File: src/rtl/gpio_pinmux_pkg.sv
`timescale 1ns/1ps
package gpio_pinmux_pkg;
  localparam int unsigned B_DATA    = 0;
  localparam int unsigned B_MODE_LO = 1;
  localparam int unsigned B_FUNC_LO = 5;
  localparam int unsigned B_GRP_LO  = 16;
  localparam int unsigned B_LOCK    = 21;

  localparam logic [31:0] CFG_WMASK = 32'h00E7_8FEF;
  localparam logic [31:0] CFG_RST   = 32'h0000_000E;
  localparam logic [31:0] STAT_BASE = 32'h0000_0800;

  typedef enum logic [2:0] {
    MODE_RSVD   = 3'd0,
    MODE_OUT    = 3'd1,
    MODE_LVL_HI = 3'd2,
    MODE_LVL_LO = 3'd3,
    MODE_RISE   = 3'd4,
    MODE_FALL   = 3'd5,
    MODE_BOTH   = 3'd6,
    MODE_IN_OFF = 3'd7
  } pin_mode_e;

  function automatic logic mode_armed(input pin_mode_e m);
    return (m == MODE_LVL_HI) || (m == MODE_LVL_LO) || (m == MODE_RISE) ||
           (m == MODE_FALL) || (m == MODE_BOTH);
  endfunction
endpackage

File: src/rtl/gpio_in_sync.sv
`timescale 1ns/1ps
module gpio_in_sync #(
  parameter int unsigned WIDTH = 64
) (
  input  logic             clk_i,
  input  logic             rst_ni,
  input  logic [WIDTH-1:0] din_i,
  output logic [WIDTH-1:0] sync_o,
  output logic [WIDTH-1:0] prev_o
);
  logic [WIDTH-1:0] s1_q, s2_q, s3_q;

  always_ff @(posedge clk_i or negedge rst_ni) begin
    if (!rst_ni) begin
      s1_q <= '0;
      s2_q <= '0;
      s3_q <= '0;
    end else begin
      s1_q <= din_i;
      s2_q <= s1_q;
      s3_q <= s2_q;
    end
  end

  assign sync_o = s2_q;
  assign prev_o = s3_q;
endmodule

File: src/rtl/gpio_pin_reg.sv
`timescale 1ns/1ps
module gpio_pin_reg
  import gpio_pinmux_pkg::*;
(
  input  logic        clk_i,
  input  logic        rst_ni,
  input  logic        wr_en_i,
  input  logic [31:0] wdata_i,
  output logic [31:0] cfg_o
);
  logic [31:0] cfg_q;

  always_ff @(posedge clk_i or negedge rst_ni) begin
    if (!rst_ni) begin
      cfg_q <= CFG_RST;
    end else if (wr_en_i) begin
      // locked: only the data bit moves
      if (cfg_q[B_LOCK]) cfg_q <= {cfg_q[31:1], wdata_i[B_DATA]};
      else               cfg_q <= wdata_i & CFG_WMASK;
    end
  end

  assign cfg_o = cfg_q;
endmodule

File: src/rtl/gpio_irq_pend.sv
`timescale 1ns/1ps
module gpio_irq_pend
  import gpio_pinmux_pkg::*;
(
  input  logic      clk_i,
  input  logic      rst_ni,
  input  pin_mode_e mode_i,
  input  logic      sync_i,
  input  logic      prev_i,
  input  logic      clr_i,
  output logic      pend_o
);
  logic hit;
  logic pend_q;

  always_comb begin
    unique case (mode_i)
      MODE_LVL_HI: hit = sync_i;
      MODE_LVL_LO: hit = ~sync_i;
      MODE_RISE:   hit = sync_i & ~prev_i;
      MODE_FALL:   hit = ~sync_i & prev_i;
      MODE_BOTH:   hit = sync_i ^ prev_i;
      default:     hit = 1'b0;
    endcase
  end

  // set beats clear
  always_ff @(posedge clk_i or negedge rst_ni) begin
    if (!rst_ni) pend_q <= 1'b0;
    else         pend_q <= (pend_q & ~clr_i) | hit;
  end

  assign pend_o = pend_q;
endmodule

File: src/rtl/gpio_pinmux_ctrl.sv
`timescale 1ns/1ps
module gpio_pinmux_ctrl
  import gpio_pinmux_pkg::*;
#(
  parameter int unsigned NUM_PINS   = 64,
  parameter int unsigned NUM_GROUPS = 8,
  parameter int unsigned ADDR_W     = 12
) (
  input  logic                    clk_i,
  input  logic                    rst_ni,
  input  logic                    req_i,
  input  logic                    we_i,
  input  logic [ADDR_W-1:0]       addr_i,
  input  logic [31:0]             wdata_i,
  output logic [31:0]             rdata_o,
  input  logic [NUM_PINS-1:0]     pin_i,
  output logic [NUM_PINS-1:0]     gpio_o,
  output logic [NUM_PINS-1:0]     gpio_oe_o,
  output logic [2*NUM_PINS-1:0]   func_o,
  output logic [NUM_GROUPS-1:0]   irq_o
);
  localparam int unsigned NUM_WORDS = (NUM_PINS + 31) / 32;

  logic [31:0]         cfg_q   [NUM_PINS];
  logic [31:0]         rd_view [NUM_PINS];
  logic [2:0]          grp     [NUM_PINS];
  logic [NUM_PINS-1:0] sync_q, prev_q, pend_q, armed;

  logic [31:0] a32, soff, s_grp, s_wrd, p_sel;
  logic        pin_hit, stat_hit, wr_pin, wr_stat, rd_req;
  logic [31:0] rd_word, rdata_q;

  // decode
  assign a32      = 32'(addr_i);
  assign p_sel    = a32 >> 2;
  assign soff     = a32 - STAT_BASE;
  assign s_grp    = soff >> 6;
  assign s_wrd    = (soff >> 2) & 32'h0000_000F;
  assign pin_hit  = (a32 < STAT_BASE) && (p_sel < NUM_PINS);
  assign stat_hit = (a32 >= STAT_BASE) && (s_grp < NUM_GROUPS) && (s_wrd < NUM_WORDS);
  assign wr_pin   = req_i && we_i && pin_hit;
  assign wr_stat  = req_i && we_i && stat_hit;
  assign rd_req   = req_i && !we_i;

  gpio_in_sync #(.WIDTH(NUM_PINS)) u_sync (
    .clk_i  (clk_i),
    .rst_ni (rst_ni),
    .din_i  (pin_i),
    .sync_o (sync_q),
    .prev_o (prev_q)
  );

  for (genvar n = 0; n < NUM_PINS; n++) begin : g_pin
    pin_mode_e mode_n;
    logic      wen_n, clr_n;

    assign wen_n = wr_pin && (p_sel == 32'(n));

    gpio_pin_reg u_reg (
      .clk_i   (clk_i),
      .rst_ni  (rst_ni),
      .wr_en_i (wen_n),
      .wdata_i (wdata_i),
      .cfg_o   (cfg_q[n])
    );

    assign mode_n = pin_mode_e'(cfg_q[n][B_MODE_LO +: 3]);
    assign grp[n] = cfg_q[n][B_GRP_LO +: 3];
    assign clr_n  = wr_stat && (s_grp == 32'(grp[n])) &&
                    (s_wrd == 32'(n / 32)) && wdata_i[n % 32];

    gpio_irq_pend u_pend (
      .clk_i  (clk_i),
      .rst_ni (rst_ni),
      .mode_i (mode_n),
      .sync_i (sync_q[n]),
      .prev_i (prev_q[n]),
      .clr_i  (clr_n),
      .pend_o (pend_q[n])
    );

    assign armed[n]          = mode_armed(mode_n);
    assign gpio_o[n]         = cfg_q[n][B_DATA];
    assign gpio_oe_o[n]      = (mode_n == MODE_OUT) && (cfg_q[n][B_FUNC_LO +: 2] == 2'd0);
    assign func_o[2*n +: 2]  = cfg_q[n][B_FUNC_LO +: 2];
    assign rd_view[n]        = {cfg_q[n][31:1],
                                (mode_n == MODE_OUT) ? cfg_q[n][B_DATA] : sync_q[n]};
  end

  always_comb begin
    rd_word = '0;
    if (pin_hit) begin
      for (int n = 0; n < NUM_PINS; n++)
        if (p_sel == 32'(n)) rd_word = rd_view[n];
    end else if (stat_hit) begin
      for (int n = 0; n < NUM_PINS; n++)
        if ((s_wrd == 32'(n / 32)) && (s_grp == 32'(grp[n])))
          rd_word[n % 32] = pend_q[n];
    end
  end

  always_comb begin
    irq_o = '0;
    for (int n = 0; n < NUM_PINS; n++)
      if (pend_q[n] && armed[n] && (32'(grp[n]) < NUM_GROUPS))
        irq_o[grp[n]] = 1'b1;
  end

  always_ff @(posedge clk_i or negedge rst_ni) begin
    if (!rst_ni)     rdata_q <= '0;
    else if (rd_req) rdata_q <= rd_word;
  end

  assign rdata_o = rdata_q;
endmodule

File: config.mk
export PLATFORM = sky130hd
export DESIGN_NAME = gpio_pinmux_ctrl
export DESIGN_NICKNAME = d
export VERILOG_FILES = /design/src/rtl/gpio_pinmux_pkg.sv /design/src/rtl/gpio_in_sync.sv /design/src/rtl/gpio_pin_reg.sv /design/src/rtl/gpio_irq_pend.sv /design/src/rtl/gpio_pinmux_ctrl.sv
export SDC_FILE = /design/constraint.sdc
export NUM_CORES = 2
export LEC_CHECK = 0
export BUFFER_PORTS_ARGS = -buffer_cell sky130_fd_sc_hd__buf_2
export CAP_MARGIN = 5
export CORE_UTILIZATION = 35
export CTS_CLUSTER_SIZE = 30
export DETAILED_ROUTE_END_ITERATION = 12
export MAX_ROUTING_LAYER = met4
export PLACE_DENSITY_LB_ADDON = 0.25
export SLEW_MARGIN = 5
export SYNTH_ARGS = -nofsm -noshare
export SYNTH_HDL_FRONTEND = slang
export SYNTH_HIERARCHICAL = 1
export SYNTH_SLANG_ARGS = --single-unit
File: constraint.sdc
create_clock -name clk_i -period 4.8 [get_ports clk_i]
set_input_delay 1.44 -clock clk_i [delete_from_list [all_inputs] [get_ports clk_i]]
set_output_delay 1.44 -clock clk_i [all_outputs]
set_load 0.02 [all_outputs]
==> run summary <==
Outcome -> finished, violations left
Failing checks -> negative setup slack
Starting Density -> 35.3%
Accumulated negative setup slack -> -2940 ps
Row cnt -> 191
Total power -> 29.6 mW
Worst R2R Setup Slack -> -10 ps
Filler Cells Inserted -> 26100
Hold depth -> 0
Global-route wire length before repair -> 766000 um
ANT nets after route -> 0
CTS buffer count -> 180
Drt wl/cell -> 38.8 um
Worst Setup End Kind -> output pin
Worst-margin pin slew -> 1330 ps
Worst EP arrival -> 4310 ps
CTS max path bufs -> 4
Worst Reg2Reg Path Length in Cells -> 14
Skew final -> 64.8 ps
Setup CP Type -> register to output pin
Pre-CTS setup slack -> -675 ps
Initial drt markers -> 11800
CTS H-tree lvls -> 4
Port Buffers -> 405
Final hold vios -> 0
Max-slew headroom -> 11.5%
DR vias -> 87400
Slew Viols, Final -> 0
Final worst-path cycle share -> 120%
GRT Residual Overflow -> 0
# hold bufs at CTS -> 0
Post-synthesis cell count -> 9300
FF-to-FF Start -> g_pin[7].u_reg/cfg_o[1]$_DFFE_PN1P_
Placed cell area -> 112000 um2
Clk sinks -> 1440
Power Density -> 246 nW/um2
Initial antenna violation count -> 68
Drt pass-1 iters -> 8
Final nets -> 11400
Worst hold margin -> 325 ps
HP Start -> u_sync/s1_q[12]$_DFF_PN0_
Syn avg cell area -> 10.3 um2
GPL Wtd Cong -> 1.10
Area Growth Syn to Fin -> 25.7%
RSZ-0062 raised after global routing -> true
CP required -> 3360 ps
Max Cap Violations -> 0
Count of cell types in the netlist -> 107
Min Clock Period, post-route -> 5750 ps
CTS clk-pin slew, worst paths -> 60 ps
# IOs -> 408
CP Launch Type -> register
Post-Layout Cell Count -> 14900
Die H -> 525 um
Async SR Flop Fraction -> 100%
Post-synthesis sequential area ratio -> 37.9%
Crit Path Max Fanout -> 4
Layout cells sized above 1 -> 39.0%
Die X -> 525 um
Routed WL -> 579000 um
WHS Endpoint -> u_sync/sync_o[12]$_DFF_PN0_
DRC -> 0
Design Area, Final -> 120000 um2
TritonCTS clock tree -> yes
Final Util -> 44.3%
Synth Register Bits -> 1440
Post-synth EDFFs -> 0
Vias/cell -> 5.85
YS warnings -> 6
Clock Latency Late Sink -> 900 ps
Leak pwr -> 57.4 nW
Worst vdd ir -> 0.299 mV
Cell area after synthesis -> 95800 um2
Setup ws final -> -952 ps
Largest net degree at the start of global routing -> 123
Die area -> 276000 um2
Final Setup Violations -> 9
Total global-route track usage -> 42.0%
Achievable Freq -> 174 MHz
Core Region -> 271000 um2
HP Class -> register to register
HPWL after DPL -> 466000 um
Clock Tree Root -> clkbuf_16
Critical R2R Capture -> rdata_o[0]$_DFFE_PN0P_
Dpl cells -> 14500
Synth Flop Type -> dfrtp_1
Vias in the first global route -> 83100
==> placed cells by master (no fill, tap or decap), types with 146 or more instances in the layout <==
cell type  count
clkbuf_16    180
dfrtp_1     1244
a21oi_1      338
xor2_1       257
buf_12       214
mux2_4       640
nor3_1       218
nor2b_1      162
dfstp_2      190
buf_4       1694
nand3_1      146
nand2_1      407
buf_2        380
a22oi_1      220
o21ai_0      351
inv_1        306
nor2_1       409
mux2_2       485
conb_1       896
o22ai_1      315
==> worst max-delay path, cell delays in order (launching register included) <==
cell      delay, ps
dfstp_2         570
a31oi_4         160
nor2b_4         230
a311oi_2        280
buf_4           180
nand4_1         100
buf_4           170
or4b_4          510
and4b_1         280
nand4_1         520
buf_12          360
==> what timing repair did <==
action / CTS / global route
endpoints found under the setup margin: 8 / 8
setup buffers: 51 / 9
resized for setup: 297 / 37
pin swaps: 65 / 21
gates cloned: 0 / 0
==> state kept, by name, indices dropped and copies added (netlist names) <==
signal / count
g_pin.u_reg/cfg_o: 1152
g_pin.u_pend/pend_o: 64
u_sync/prev_o: 64
u_sync/s1_q: 64
u_sync/sync_o: 64
rdata_o: 32
==> power by group <==
part           internal (mW)  total [mW]  switching, mW
Sequential              12.3        12.4          0.161
Combinational          0.666        2.36           1.69
Clock                   8.64        14.8           6.15
==> layer usage <==
metal	global-route usage (%)	part of all wire, %	vias up
met5	-	0	-
met4	19.8	5.7	0
met3	10.3	10	925
met2	58.7	41	4940
met1	56.6	43	45500
li1	-	-	36100
==> cell families (layout without fill, tap and decap cells) <==
| group | after synthesis | in the layout | share of synthesized area, % |
|---|---|---|---|
| AO/OA/AOI/OAI | 2186 | 2186 | 15.7 |
| XOR/XNOR | 258 | 258 | 2.36 |
| adder cells (fa/ha/maj) | 128 | 128 | 1.67 |
| buffers and inverters | 1785 | 2965 | 12.3 |
| flip-flops | 1440 | 1440 | 37.9 |
| multiplexers | 1195 | 1195 | 16.5 |
| other | 64 | 950 | 0.251 |
| AND/OR/NAND/NOR | 2244 | 2244 | 13.4 |
==> synthesized netlist by cell type, drive strengths merged (42+ instances only) <==
cell / count / area (um2)
a2111oi: 42 / 374
a221oi: 95 / 838
nand3b: 86 / 646
nor4: 123 / 782
a21oi: 341 / 1710
dfrtp: 1248 / 31200
o32ai: 45 / 394
nand2b: 94 / 588
a222oi: 51 / 510
nand3: 157 / 791
conb: 64 / 240
dfstp: 192 / 5040
ha: 128 / 1600
xor2: 257 / 2250
nand2: 435 / 1630
a22oi: 222 / 1670
a21o: 80 / 681
a211oi: 49 / 368
nor2: 424 / 1600
mux2i: 69 / 691
o211ai: 43 / 323
nand4: 47 / 294
nor3b: 63 / 473
o221ai: 129 / 1130
clkbuf: 265 / 997
o22ai: 320 / 2000
a22o: 51 / 447
and2b: 64 / 480
and3: 81 / 507
nor3: 316 / 2040
nor2b: 232 / 1930
a31oi: 114 / 713
buf: 1214 / 9630
o21ai: 390 / 1960
inv: 306 / 1150
mux2: 1125 / 15100
==> cell type report <==
type	count	area (um2)	share of cell area, %
inverters	306	1150	0.954
clock buffers	249	5110	4.25
flip-flops and latches	1440	36300	30.2
well taps	3570	4470	3.71
clock inverters	82	1160	0.963
diodes	54	135	0.112
multi-input cells	6907	52700	43.8
repair buffers	2328	19400	16.1
==> worst max path at each step <==
stage	end	startpoint	cells past startpoint	slack [ps]
6_report	irq_o[6]	g_pin[39].u_reg/cfg_o[3]$_DFFE_PN1P_	10	-950
5_1_grt	irq_o[6]	g_pin[58].u_reg/cfg_o[2]$_DFFE_PN1P_	13	-940
4_1_cts	irq_o[6]	g_pin[47].u_reg/cfg_o[3]$_DFFE_PN1P_	12	-1050
3_5_place_dp	rdata_o[30]$_DFFE_PN0P_	addr_i[3]	16	-680
3_3_place_gp	rdata_o[11]$_DFFE_PN0P_	addr_i[2]	13	-770
2_1_floorplan	g_pin[61].u_reg/cfg_o[10]$_DFFE_PN0P_	addr_i[8]	13	520
Power figures use the tool's default switching activity.
